## config.mk

```make
export PLATFORM = sky130hd
export DESIGN_NAME = osr_uart_rx
export DESIGN_NICKNAME = d
export VERILOG_FILES = /design/src/rtl/osr_rx_pkg.sv /design/src/rtl/rx_sync2.sv /design/src/rtl/rx_framer.sv /design/src/rtl/rx_queue2.sv /design/src/rtl/osr_uart_rx.sv
export SDC_FILE = /design/constraint.sdc
export NUM_CORES = 1
export LEC_CHECK = 0
export BUFFER_PORTS_ARGS = -buffer_cell sky130_fd_sc_hd__clkbuf_2
export CELL_PAD_IN_SITES_DETAIL_PLACEMENT = 1
export CELL_PAD_IN_SITES_GLOBAL_PLACEMENT = 1
export CORE_ASPECT_RATIO = 0.75
export CORE_MARGIN = 3
export CORE_UTILIZATION = 30
export CTS_CLUSTER_SIZE = 12
export DETAILED_ROUTE_END_ITERATION = 16
export PLACE_DENSITY_LB_ADDON = 0.1
export SYNTH_ARGS = -nofsm -noshare
export SYNTH_HDL_FRONTEND = slang
export SYNTH_HIERARCHICAL = 1
export SYNTH_SLANG_ARGS = --single-unit
```

## constraint.sdc

```tcl
create_clock -name clk -period 3.7 [get_ports clk]
set_clock_uncertainty 0.1 [all_clocks]
set_input_delay 0.185 -clock clk [delete_from_list [all_inputs] [get_ports clk]]
set_output_delay 0.185 -clock clk [all_outputs]
set_load 0.02 [all_outputs]
```

## src/rtl/osr_rx_pkg.sv

```systemverilog
package osr_rx_pkg;
  localparam int MAX_BITS = 9;
  localparam int MIN_BITS = 5;

  typedef struct packed {
    logic [MAX_BITS-1:0] data;
    logic                ferr;
    logic                perr;
    logic                ovr;
  } rx_entry_t;

  typedef enum logic [2:0] {ST_IDLE, ST_START, ST_DATA, ST_PAR, ST_STOP} rx_state_t;

  // two-of-three vote
  function automatic logic vote3(input logic a, input logic b, input logic c);
    return (a & b) | (a & c) | (b & c);
  endfunction

  // bring the configured length into the supported range
  function automatic logic [3:0] clamp_bits(input logic [3:0] n);
    if (n < 4'(MIN_BITS)) return 4'(MIN_BITS);
    if (n > 4'(MAX_BITS)) return 4'(MAX_BITS);
    return n;
  endfunction

  // expected parity bit; unused data bits are zero so the full XOR is safe
  function automatic logic parity_of(input logic [MAX_BITS-1:0] d, input logic odd);
    return (^d) ^ odd;
  endfunction
endpackage

```

## src/rtl/rx_sync2.sv

```systemverilog
module rx_sync2 #(
  parameter int STAGES = 2
) (
  input  logic clk,
  input  logic rst_n,
  input  logic d,
  output logic q
);
  logic [STAGES-1:0] chain;
  always_ff @(posedge clk or negedge rst_n) begin
    if (!rst_n) chain <= '1;
    else        chain <= {chain[STAGES-2:0], d};
  end
  assign q = chain[STAGES-1];
endmodule

```

## src/rtl/rx_framer.sv

```systemverilog
module rx_framer
  import osr_rx_pkg::*;
#(
  parameter int CW = 4
) (
  input  logic                clk,
  input  logic                rst_n,
  input  logic                tick,
  input  logic                rxs,
  input  logic                dbl,
  input  logic [3:0]          nbits,
  input  logic                par_en,
  input  logic                par_odd,
  output logic                busy,
  output logic                done,
  output logic                false_start,
  output logic                ferr,
  output logic                perr,
  output logic [MAX_BITS-1:0] data
);
  localparam logic [CW-1:0] LAST_N = CW'((1 << CW) - 1);
  localparam logic [CW-1:0] LAST_D = CW'((1 << (CW-1)) - 1);
  localparam logic [CW-1:0] VOTE_N = CW'((1 << (CW-1)) - 1);
  localparam logic [CW-1:0] VOTE_D = CW'((1 << (CW-2)) - 1);

  rx_state_t           st;
  logic [CW-1:0]       scnt;
  logic [3:0]          bidx;
  logic [1:0]          vs;
  logic [MAX_BITS-1:0] dat_q;
  logic                perr_q;

  logic [CW-1:0] last_i, vote_lo, vote_hi;
  logic          vote_now, bit_end, maj;

  assign last_i   = dbl ? LAST_D : LAST_N;
  assign vote_lo  = dbl ? VOTE_D : VOTE_N;
  assign vote_hi  = vote_lo + CW'(2);
  assign vote_now = tick && (st != ST_IDLE) && (scnt == vote_hi);
  assign bit_end  = tick && (st != ST_IDLE) && (scnt == last_i);
  assign maj      = vote3(vs[0], vs[1], rxs);

  assign false_start = vote_now && (st == ST_START) && maj;
  assign done        = vote_now && (st == ST_STOP);
  assign ferr        = !maj;
  assign perr        = perr_q;
  assign data        = dat_q;
  assign busy        = (st != ST_IDLE);

  always_ff @(posedge clk or negedge rst_n) begin
    if (!rst_n) begin
      st     <= ST_IDLE;
      scnt   <= '0;
      bidx   <= '0;
      vs     <= '1;
      dat_q  <= '0;
      perr_q <= 1'b0;
    end else if (tick) begin
      if (st == ST_IDLE) begin
        if (!rxs) begin
          st     <= ST_START;
          scnt   <= CW'(1);
          dat_q  <= '0;
          perr_q <= 1'b0;
        end
      end else begin
        scnt <= (scnt == last_i) ? '0 : scnt + CW'(1);
        if (scnt == vote_lo)         vs[0] <= rxs;
        if (scnt == vote_lo + CW'(1)) vs[1] <= rxs;
        if (vote_now) begin
          unique case (st)
            ST_START: if (maj) st <= ST_IDLE;
            ST_DATA:  dat_q[bidx] <= maj;
            ST_PAR:   perr_q <= (maj != parity_of(dat_q, par_odd));
            ST_STOP:  st <= ST_IDLE;
            default:  ;
          endcase
        end
        if (bit_end) begin
          unique case (st)
            ST_START: begin st <= ST_DATA; bidx <= '0; end
            ST_DATA: begin
              if (bidx == nbits - 4'd1) st <= par_en ? ST_PAR : ST_STOP;
              else                      bidx <= bidx + 4'd1;
            end
            ST_PAR:  st <= ST_STOP;
            default: ;
          endcase
        end
      end
    end
  end
endmodule

```

## src/rtl/rx_queue2.sv

```systemverilog
module rx_queue2
  import osr_rx_pkg::*;
(
  input  logic      clk,
  input  logic      rst_n,
  input  logic      single,
  input  logic      push,
  input  rx_entry_t wentry,
  input  logic      pop,
  input  logic      mark_ovr,
  output logic      full,
  output logic [1:0] cnt,
  output rx_entry_t rentry
);
  localparam int DEPTH = 2;

  rx_entry_t ent [DEPTH];
  logic      wp, rp;

  assign full   = single ? (cnt >= 2'd1) : (cnt == 2'(DEPTH));
  assign rentry = ent[rp];

  always_ff @(posedge clk or negedge rst_n) begin
    if (!rst_n) begin
      wp  <= 1'b0;
      rp  <= 1'b0;
      cnt <= '0;
      for (int i = 0; i < DEPTH; i++) ent[i] <= '0;
    end else begin
      if (push) begin
        ent[wp] <= wentry;
        wp      <= ~wp;
      end
      if (mark_ovr) ent[~wp].ovr <= 1'b1;
      if (pop) rp <= ~rp;
      cnt <= cnt + {1'b0, push} - {1'b0, pop};
    end
  end
endmodule

```

## src/rtl/osr_uart_rx.sv

```systemverilog
module osr_uart_rx
  import osr_rx_pkg::*;
#(
  parameter int SYNC_STAGES = 2,
  parameter int CNT_W       = 4
) (
  input  logic                clk,
  input  logic                rst_n,
  input  logic                tick,
  input  logic                rx,
  input  logic [3:0]          cfg_dbits,
  input  logic [1:0]          cfg_par,
  input  logic                cfg_dbl,
  input  logic                cfg_single,
  input  logic                cfg_mpcm,
  input  logic                rd_pop,
  output logic                rd_valid,
  output logic [MAX_BITS-1:0] rd_data,
  output logic                rd_ferr,
  output logic                rd_perr,
  output logic                rd_ovr
);
  logic                rxs, busy, frame_done, false_start, f_ferr, f_perr;
  logic [MAX_BITS-1:0] f_data;
  logic [3:0]          nbits;
  logic                q_full, pop, push, drop_ovr, mp_discard, accept;
  logic [1:0]          q_cnt;
  rx_entry_t           wentry, rentry;

  assign nbits = clamp_bits(cfg_dbits);

  rx_sync2 #(.STAGES(SYNC_STAGES)) u_sync (
    .clk(clk), .rst_n(rst_n), .d(rx), .q(rxs)
  );

  rx_framer #(.CW(CNT_W)) u_framer (
    .clk(clk), .rst_n(rst_n), .tick(tick), .rxs(rxs), .dbl(cfg_dbl),
    .nbits(nbits), .par_en(cfg_par[1]), .par_odd(cfg_par[0]),
    .busy(busy), .done(frame_done), .false_start(false_start),
    .ferr(f_ferr), .perr(f_perr), .data(f_data)
  );

  assign mp_discard = frame_done && cfg_mpcm && (nbits == 4'd9) && !f_data[8];
  assign accept     = frame_done && !mp_discard;
  assign pop        = rd_pop && rd_valid;
  assign push       = accept && !(q_full && !pop);
  assign drop_ovr   = accept && q_full && !pop;
  assign wentry     = '{data: f_data, ferr: f_ferr, perr: f_perr, ovr: 1'b0};

  rx_queue2 u_queue (
    .clk(clk), .rst_n(rst_n), .single(cfg_single), .push(push), .wentry(wentry),
    .pop(pop), .mark_ovr(drop_ovr), .full(q_full), .cnt(q_cnt), .rentry(rentry)
  );

  assign rd_valid = (q_cnt != 2'd0);
  assign rd_data  = rentry.data;
  assign rd_ferr  = rentry.ferr;
  assign rd_perr  = rentry.perr;
  assign rd_ovr   = rentry.ovr;
endmodule

```

# After elaboration in Yosys (flattened, before gate mapping)
# Cells that the tools add are included.
# totals
ff_bits	53
input_bits	14
elab_cells	143
# op_classes
addsub	7
order_cmp	10
eq_ne	14
muxes	46
n_bitwise	12
reduce_logical	35
# ops
op	count
bitwise mux 24 bit	2
two-way mux 12 bit	4
two-way mux 24 bit	2
two-way mux 4 bit	9
two-way mux 9 bit	4
demux 12 bit (select 1 bit)	2
two-way mux 3 bit	8
equality test 4 bit	5
logical AND 1 bit	16
adder 4 x 1 -> 4 bit, second input constant	3
two-way mux 1 bit	10
nonzero test 2 bit	5
bitwise mux 9 bit	1
one-hot mux 3 bit (3 select lines)	1
parity 9 bit	1
one-hot mux 4 bit (2 select lines)	1
AND reduction 4 bit	2
equality test 3 x 2 -> 1 bit, second input constant	2
greater-or-equal comparator 2 bit, second input constant	3
NOT 1 -> 2 bit	3
one-hot mux 3 bit (2 select lines)	1
AND reduction 3 bit	2
logical NOT 1 bit	5
< comparator 4 x 5 -> 1 bit, second input constant	1
other kinds (24)	31

# Depth between registers and ports, before layout
# Gate-level depths: netlist of the first run.
# logic_depth
depth_word	14
depth_mapped	10
depth_no_buf	10

# Hierarchy
# Netlist of the first run, hierarchy kept.
# modules_own_cells
module	n_inst	cells_per_inst	area_each_um2
rx_framer	1	185	1614.0
rx_queue2	1	82	1287.5
osr_uart_rx	1	15	88.8
rx_sync2	1	2	52.6

# Least setup slack after synthesis of the first run
# No wires, ideal clock.
# synth_path
kind	register to register
from	register u_framer.scnt[2]
to	register u_queue/ent[13] (netlist bit)
setup_time_ns	0.125
arrival_ns	2.495
required_ns	3.475
setup_slack_ns	0.980
stages_incl_launch_ff	11
path_buffers	2
period_less_slack_ns	2.720
path_cell_list	dfrtp_1 buf_2 or3b_1 nand2_1 nand2_1 nor3_1 o31ai_2 a21oi_1 nor2b_4 buf_6 mux2_2
# synth_between
elab_chain_len	12
word_cells_on_any_way	14
# synth_lines
element	line	source
from (decl)	rx_framer.sv:27	logic [CW-1:0] scnt;
from (signal assigned)	rx_framer.sv:67	scnt <= (scnt == last_i) ? '0 : scnt + CW'(1);
equality test 4 bit *	rx_framer.sv:39	assign vote_now = tick && (st != ST_IDLE) && (scnt == vote_hi);
logical AND 1 bit *	rx_framer.sv:39	
logical AND 1 bit *	rx_framer.sv:44	assign done = vote_now && (st == ST_STOP);
via frame_done	osr_uart_rx.sv:23	logic rxs, busy, frame_done, false_start, f_ferr, f_perr;
logical AND 1 bit (3 in series)	osr_uart_rx.sv:43	assign mp_discard = frame_done && cfg_mpcm && (nbits == 4'd9) && !f_data[8];
logical NOT 1 bit	osr_uart_rx.sv:44	assign accept = frame_done && !mp_discard;
logical AND 1 bit *	osr_uart_rx.sv:44	
logical AND 1 bit *	osr_uart_rx.sv:46	assign push = accept && !(q_full && !pop);
via push	osr_uart_rx.sv:26	logic q_full, pop, push, drop_ovr, mp_discard, accept;
two-way mux 24 bit *	rx_queue2.sv:30	if (push) begin
bitwise mux 24 bit	rx_queue2.sv:34	if (mark_ovr) ent[~wp].ovr <= 1'b1;
two-way mux 24 bit *	rx_queue2.sv:34	
to (signal, indexed assignment)	rx_queue2.sv:31	ent[wp] <= wentry;
to (decl)	rx_queue2.sv:17	rx_entry_t ent [DEPTH];
# The timed path passes the listed nets; every way through them passes the cells marked *.
# A chain may end at the register's enable or synchronous reset.

# Worst setup path after layout of the first run
# layout_path
from	register u_framer.scnt[2]
to	register u_queue/ent[22] (netlist bit)
# The elaborated chain is that of the path after synthesis.

==> flow_summary.ini, run 1 <==
[worst_setup_path]
cp_common_cell = nand2_1
r2r-start = u_framer/scnt[2]$_DFFE_PN0P_
cp_num_cells = 9
required_ns = 3.78
startpoint_type = register
crit_chain = or3b_1, nand2_1, nand2_1, nor3_1, o31ai_2, a21oi_1, buf_4, nor2b_4, mux2_2
crit_path_end = u_queue/ent[22]$_DFFE_PN0P_
rrSetupSlack_ns = 0.95
arrival_ns = 2.84
end_kind = register
cp_slowest_stage_delay_ns = 0.46
critPathMaxFanout = 11
reg2reg_depth = 9
crit_type = reg2reg
crit_family = simple AND/OR/NAND/NOR gates
crit_start = u_framer/scnt[2]$_DFFE_PN0P_
r2r_end = u_queue/ent[22]$_DFFE_PN0P_
timing.critical_path.buf_inv = 1
cp_slowest_cell = dfrtp_1

[power_and_ir_drop]
p_int_mw = 1.20
swShare_pct = 34.7
combinationalPowerShare_pct = 28.6
sequentialPowerShare_pct = 44.3
p_leak_nw = 1.59
clockPowerShare_pct = 27.1
vdd_drop_max_mv = 0.258
finalPower_mw = 1.83
power.density_mw_per_mm2 = 526
p_sw_uw = 635

[route]
drc = 0
dr.pass1.iters = 5
ant_nets = 0
via_per_inst = 4.94
vias = 2203
drt-wirelength-per-cell_um = 16.6
wirelength_mm = 7.40
drtIter0Drc = 93

[timing]
hold_violations = 0
max_freq_mhz = 363
slew_headroom_pct = 42.2
whs_ns = 0.154
rsz0062_at_grt = false
period_needed_ns = 2.75
slew_violations = 0
finalCritPeriodShare_pct = 74.4
setup_violations = 0
tns_ns = 0
tightest_slew_ns = 0.858

[die]
die_x_um = 122
coreArea_mm2 = 0.00977
ios = 27
die_area_mm2 = 0.0114
std_cell_rows = 31
dieHeight_um = 93.1
initial_core_util_pct = 31.1

[cts]
ctsHtreeMaxLevel = 2
clkTransAtPathRegs_ns = 0.07
cts_made_buffers = 5
clockBufferDepth = 2
cts_resized = 0
cts_setup_buffers = 0
cts_tree = done
cts.sinks = 53
ctsRootBufferMaster = clkbuf_16
clk_latency_ns = 0.30

[place]
dpl.hpwl_mm = 5.37
portBuffers = 26
place_area_mm2 = 0.00331
place_congestion = 0.730

[global_routing]
grt_use_total_pct = 13.8
grt-ovfl-total = 0
grt_pass1_wl_mm = 12.3
grt_max_degree = 31
grt_pass1_vias = 2319
grt-busiest-layer = met2
met3_usage_pct = 2.84
antenna_found_initial = 0
met2_usage_pct = 21.2
grt_use_met1_pct = 20.0

[final_layout]
nets = 337
post-route-cell-area_mm2 = 0.00348
antenna_cells = 0
multi_input_area_mm2 = 0.00157
fill_cells = 1116
regArea_mm2 = 0.00133
drive_above_1_share_pct = 28.7
area_delta_synth_final_pct = 14.7

[synthesis]
avgSynthCellArea_um2 = 10.7
syn_inst = 283
yosys_warnings = 6
netlist_area_mm2 = 0.00304

[hold_path]
min_path_cells = 3
hold_path_class = in2reg

[job]
maxCapViolCount = 0

[status]
status = completed
## final cells by class
class                   count  area share [%]
repair buffers             32            5.17
flip-flops and latches     53            38.2
inverters                  21            2.26
clock inverters             2           0.395
well taps                 132            4.74
multi-input cells         200            45.2
clock buffers               6            3.99
## repair_timing
action	4_1_cts	5_1_grt
setup endpoints to repair	0	0
hold buffers	2	0
endpoints found under the hold margin	22	0
## placed cells by master (no fill, tap or decap), types with 3 or more instances in the layout
master	count
mux2_4	10
nand3_1	4
clkbuf_2	26
buf_4	4
xor2_1	8
clkbuf_16	5
o21ai_0	10
mux2_2	27
ha_1	10
a21oi_1	13
nand3b_1	3
dfstp_2	4
xnor2_1	13
dfrtp_1	49
nor3_1	7
o22ai_1	9
nor2_1	11
mux2i_1	3
nand2_1	24
inv_1	21
## power groups by stage
| stage | sequential [mW] | combinational [mW] | clock, mW |
|---|---|---|---|
| after detailed placement | 0.826 | 0.531 | 0 |
| after CTS | 0.816 | 0.538 | 0.520 |
| after floorplan | 0.761 | 0.431 | 0 |
| final | 0.812 | 0.524 | 0.497 |
| after global placement | 0.825 | 0.531 | 0 |
| after global routing | 0.833 | 0.597 | 0.537 |
## metrics by stage
step,worst slack [ns],utilization (%),std cells
finish,0.946,35.6,446
floorplan,0.997,-,284
global placement,1.01,33.9,436
global route,0.780,35.6,446
detailed placement,0.931,33.9,436
CTS,0.909,35.6,446
## routing by layer
metal	share of wire, %	wire, um
met4	0.95	70
met1	51	3800
met2	44	3230
met5	0	0
met3	4.0	299
## sequential cells by signal (all words and copies together), names as in the netlist
signal         flops
u_framer/bidx      4
u_framer/perr      1
u_queue/cnt        2
u_framer/data      9
u_queue/ent       24
u_sync/chain       2
u_framer/st        3
u_queue/rp         1
u_queue/wp         1
u_framer/scnt      4
u_framer/vs        2
## worst register-to-register path, cell delays in order (launching register included)
cell and delay (ns):
dfrtp_1 0.46, or3b_1 0.39, nand2_1 0.10, nand2_1 0.15, nor3_1 0.27, o31ai_2 0.12, a21oi_1 0.13, buf_4 0.17
nor2b_4 0.37, mux2_2 0.39
## worst min path at each step
stage | startpoint | endpoint | slack (ns)
global placement | rst_n | u_framer/scnt[2]$_DFFE_PN0P_ | 0.17
detailed placement | rst_n | u_framer/scnt[2]$_DFFE_PN0P_ | 0.16
finish | cfg_par[1] | u_framer/st[2]$_DFFE_PN0P_ | 0.15
CTS | cfg_par[1] | u_framer/st[2]$_DFFE_PN0P_ | 0.15
floorplan | rst_n | u_framer/bidx[0]$_DFFE_PN0P_ | -0.21
global route | cfg_par[1] | u_framer/st[2]$_DFFE_PN0P_ | 0.19
Power figures use the tool's default switching activity.
==> run 2, diff against run 1 <==
Settings changed: ABC_AREA set to 1.
Clock period 3.7 ns to 2.9 ns, I/O delays scaled along.
==> flow_summary.ini, run 2 <==
[place]
place_congestion = 0.769
dpl.hpwl_mm = 6.13
portBuffers = 26
dp_slack_ns = 0.444
place_inst = 582

[power_and_ir_drop]
sequentialPowerShare_pct = 42.8
p_leak_nw = 1.74
combinationalPowerShare_pct = 29.7
vdd_drop_max_mv = 0.366
swShare_pct = 39.3
clockPowerShare_pct = 27.5
p_int_mw = 1.53
finalPower_mw = 2.52
power.density_mw_per_mm2 = 687
p_sw_uw = 991

[status]
status = completed

[route]
wl_met1_mm = 4.19
route.met3.wl_um = 268
drt-wirelength-per-cell_um = 13.7
wl_met2_mm = 3.60
via_per_inst = 4.76
drtIter0Drc = 84
drc = 0
wirelength_mm = 8.13
dr.pass1.iters = 4
routed.top_layer = met4
ant_nets = 0
vias = 2819

[cts]
cts_resized = 0
cts.sinks = 53
ctsHtreeMaxLevel = 2
cts_tree = done
cts_made_buffers = 5
clk_latency_ns = 0.29
ctsRootBufferMaster = clkbuf_16
clkTransAtPathRegs_ns = 0.07
clockBufferDepth = 2

[timing]
max_freq_mhz = 412
slew_violations = 0
period_needed_ns = 2.43
slew_headroom_pct = 47.7
rsz0062_at_grt = false
finalCritPeriodShare_pct = 83.8
hold_violations = 0
setup_slack_ns = 0.471
tightest_slew_ns = 0.776
tns_ns = 0
setup_violations = 0

[global_routing]
grt_max_degree = 29
antenna_found_initial = 0
grt_pass1_vias = 2904
grt-ovfl-total = 0
grt_pass1_wl_mm = 14.2
grt_use_total_pct = 14.4

[die]
die_x_um = 126
initial_core_util_pct = 31.1
ios = 27
coreArea_mm2 = 0.0104
std_cell_rows = 32
die_area_mm2 = 0.0121
dieHeight_um = 96.0

[worst_setup_path]
crit_start = u_framer/st[0]$_DFFE_PN0P_
startpoint_type = register
cp_common_cell = nand2_1
reg2reg_depth = 9
end_kind = register
crit_type = reg2reg
cp_slowest_cell = dfrtp_1
rrSetupSlack_ns = 0.47
required_ns = 2.97
critPathMaxFanout = 23
arrival_ns = 2.50
crit_chain = inv_1, a21oi_4, nand3_4, nor3_1, nand2_1, nor2_1, nand2_2, nand2_1, o21ai_1
cp_slowest_stage_delay_ns = 0.52
crit_path_end = u_queue/ent[22]$_DFFE_PN0P_
r2r-start = u_framer/st[0]$_DFFE_PN0P_
r2r_end = u_queue/ent[22]$_DFFE_PN0P_

[synthesis]
yosys_warnings = 6
avgSynthCellArea_um2 = 7.57
netlist_area_mm2 = 0.00324
syn_inst = 428

[final_layout]
layout_common_cells = nand2_1, inv_1, dfrtp_1
stdcell_count = 592
nets = 479
top_register = u_queue/ent
antenna_cells = 0
largest_reg_flops = 24
area_delta_synth_final_pct = 13.2
postLayoutCoreUtil_pct = 35.2
layout_commonest_cell = nand2_1
drive_above_1_share_pct = 13.4

[job]
maxCapViolCount = 0

[hold_path]
hold_path_class = in2async
## run 2: repair_timing
| action | CTS | global route |
|---|---|---|
| buffers inserted | 0 | 0 |
| hold buffers | 2 | 0 |
| hold endpoints to repair | 50 | 0 |
## run 2: worst max-delay path: cells and delay by family (launching register included)
kind	cells	cell delay, ns
flops	1	0.52
buf+inv	1	0.18
compound gates	2	0.28
simple gates	6	1.22
## run 2: routing by layer
metal | up-vias | track usage [%]
met2 | 36 | 22.7
li1 | 1410 | -
met4 | 0 | 3.57
met3 | 7 | 2.61
met5 | - | 0
met1 | 1366 | 20.5
## run 2: final cells by class
class / count / area, um^2
fillers: 1323 / 6740
clock inverters: 2 / 38.8
clock buffers: 6 / 129
multi-input cells: 288 / 1530
well taps: 136 / 170
repair buffers: 32 / 180
flip-flops and latches: 53 / 1330
inverters: 75 / 285
## run 2: worst min path at each step
stage / from / to / slack (ns) / cells past startpoint
5_1_grt: rst_n / u_queue/ent[7]$_DFFE_PN0P_ / 0.11 / 2
4_1_cts: rst_n / u_queue/ent[7]$_DFFE_PN0P_ / 0.09 / 2
3_5_place_dp: rst_n / u_queue/ent[17]$_DFFE_PN0P_ / -0.13 / 1
3_3_place_gp: rst_n / u_queue/ent[17]$_DFFE_PN0P_ / -0.13 / 1
6_report: rst_n / u_queue/ent[7]$_DFFE_PN0P_ / 0.1 / 2
2_1_floorplan: rst_n / u_framer/bidx[0]$_DFFE_PN0P_ / -0.25 / 0
## run 2: per-stage QoR
stage	hold slack, ns	cell area (um^2)
after global placement	-0.131	3480
after floorplan	-0.251	3240
final	0.0971	3670
after CTS	0.0901	3670
after global routing	0.110	3670
after detailed placement	-0.130	3480
## run 2: power groups by stage
| stage | combinational (mW) | sequential [mW] | clock [mW] |
|---|---|---|---|
| after global placement | 0.729 | 1.09 | 0 |
| after floorplan | 0.653 | 0.978 | 0 |
| final | 0.749 | 1.08 | 0.694 |
| after global routing | 0.873 | 1.11 | 0.745 |
| after detailed placement | 0.752 | 1.10 | 0 |
| after CTS | 0.758 | 1.08 | 0.722 |
==> run 3, diff against run 2 <==
Clock period 2.9 ns to 2 ns, I/O delays scaled along.
==> flow_summary.ini, run 3 (synthesized netlist as in run 2, its figures left out) <==
[timing]
slew_headroom_pct = 65.3
hold_violations = 0
whs_ns = 0.0472
tightest_slew_ns = 0.520
setup_violations = 0
setup_slack_ns = 0.0751
rsz0062_at_grt = true
max_freq_mhz = 520
slew_violations = 0
finalCritPeriodShare_pct = 96.2
period_needed_ns = 1.92

[final_layout]
layout_commonest_cell = nand2_1
fill_cells = 1283
stdcell_count = 627
drive_above_1_share_pct = 26.5
area_delta_synth_final_pct = 26.5
top_register = u_queue/ent
antenna_cells = 0
layout_common_cells = nand2_1, inv_1, dfrtp_1
nets = 514
regArea_mm2 = 0.00133
postLayoutCoreUtil_pct = 39.4
largest_reg_flops = 24
multi_input_area_mm2 = 0.00166

[cts]
cts.sinks = 53
ctsRootBufferMaster = clkbuf_16
clockBufferDepth = 2
ctsHtreeMaxLevel = 2
clk_latency_ns = 0.30
cts_tree = done
cts_made_buffers = 5
clkTransAtPathRegs_ns = 0.07

[route]
drtIter0Drc = 133
routed.top_layer = met4
ant_nets = 0
drt-wirelength-per-cell_um = 13.4
wl_met2_mm = 3.67
route.met3.wl_um = 273
drc = 0
wl_met1_mm = 4.41
wirelength_mm = 8.42
via_per_inst = 4.63
dr.pass1.iters = 4
vias = 2902

[worst_setup_path]
crit_type = reg2reg
arrival_ns = 2.01
end_kind = register
critPathMaxFanout = 5
required_ns = 2.08
startpoint_type = register

[hold_path]
hold_path_class = in2reg

[status]
status = completed

[job]
maxCapViolCount = 0

[global_routing]
grt_max_degree = 25
grt_pass1_vias = 2883
grt_pass1_wl_mm = 13.7
grt_use_total_pct = 14.0
grt-ovfl-total = 0
antenna_found_initial = 0

[place]
dpl.hpwl_mm = 6.35
portBuffers = 26
place_inst = 612
dp_slack_ns = -0.0403
place_congestion = 0.784

[die]
die_x_um = 126
initial_core_util_pct = 31.1
coreArea_mm2 = 0.0104
dieHeight_um = 96.0
std_cell_rows = 32
ios = 27
die_area_mm2 = 0.0121

[power_and_ir_drop]
power.density_mw_per_mm2 = 934
vdd_drop_max_mv = 0.550
p_leak_nw = 1.96
[run 3: cell count changes in the layout (fill, tap and decap cells not counted), moves of 3 or more]
cell	before	now
nor2_1	24	21
o21ai_2	2	10
nand2_2	3	19
buf_4	4	34
nand2_4	2	6
o21ai_1	30	22
nand2_1	113	93
[run 3: metrics by stage]
step	power [mW]	cell area (um^2)	setup TNS (ns)
after detailed placement	2.90	3740	-0.659
final	3.83	4100	0
after floorplan	2.37	3250	0
after global routing	4.14	4100	-1.15
after global placement	2.88	3740	0
after CTS	3.81	3910	0
[run 3: critical path: stages, from the launching register on]
cell and delay (ns):
dfrtp_1 0.41, nand2_1 0.10, nand2_2 0.09, nor2_4 0.14, nand3_4 0.08, nor3_2 0.10, buf_4 0.15, nand2_4 0.06
nor2_4 0.18, nand2_4 0.12, clkbuf_16 0.18, nand2_2 0.05, o21ai_1 0.06
[run 3: final timing paths]
path / to / startpoint / slack, ns / cells past startpoint
min: u_framer/st[2]$_DFFE_PN0P_ / cfg_par[1] / 0.05 / 4
max in group asynchronous: u_framer/vs[0]$_DFFE_PN1P_ / rst_n / 0.86 / 3
max: u_queue/ent[20]$_DFFE_PN0P_ / u_framer/scnt[2]$_DFFE_PN0P_ / 0.08 / 12
min in group asynchronous: u_queue/ent[22]$_DFFE_PN0P_ / rst_n / 0.22 / 2
max reg2reg: u_queue/ent[20]$_DFFE_PN0P_ / u_framer/scnt[2]$_DFFE_PN0P_ / 0.08 / 12
min reg2reg: u_sync/chain[1]$_DFF_PN1_ / u_sync/chain[0]$_DFF_PN1_ / 0.26 / 0
[run 3: timing repair]
action,in CTS,in global routing
pin swaps,0,2
buffers inserted,0,3
gates cloned,0,2
setup endpoints to repair,25,28
endpoints found under the hold margin,19,0
hold buffers,2,0
gates resized for setup,1,38
[run 3: power breakdown]
group | switching, mW | internal [mW]
combinational | 0.924 | 0.595
sequential | 0.165 | 1.26
clock | 0.415 | 0.466
[run 3: cell type report]
cell class,count,share of cell area (%)
clock buffers,6,3.14
clock inverters,2,0.366
inverters,75,6.96
multi-input cells,288,40.5
flip-flops and latches,53,32.5
well taps,136,4.15
repair buffers,67,12.4
[run 3: metal layers]
layer  GRT usage (%)  vias to the layer above
met2            22.4                       32
met5               0                        -
li1                -                     1486
met1            19.6                     1379
met4            3.48                        0
met3            2.83                        5
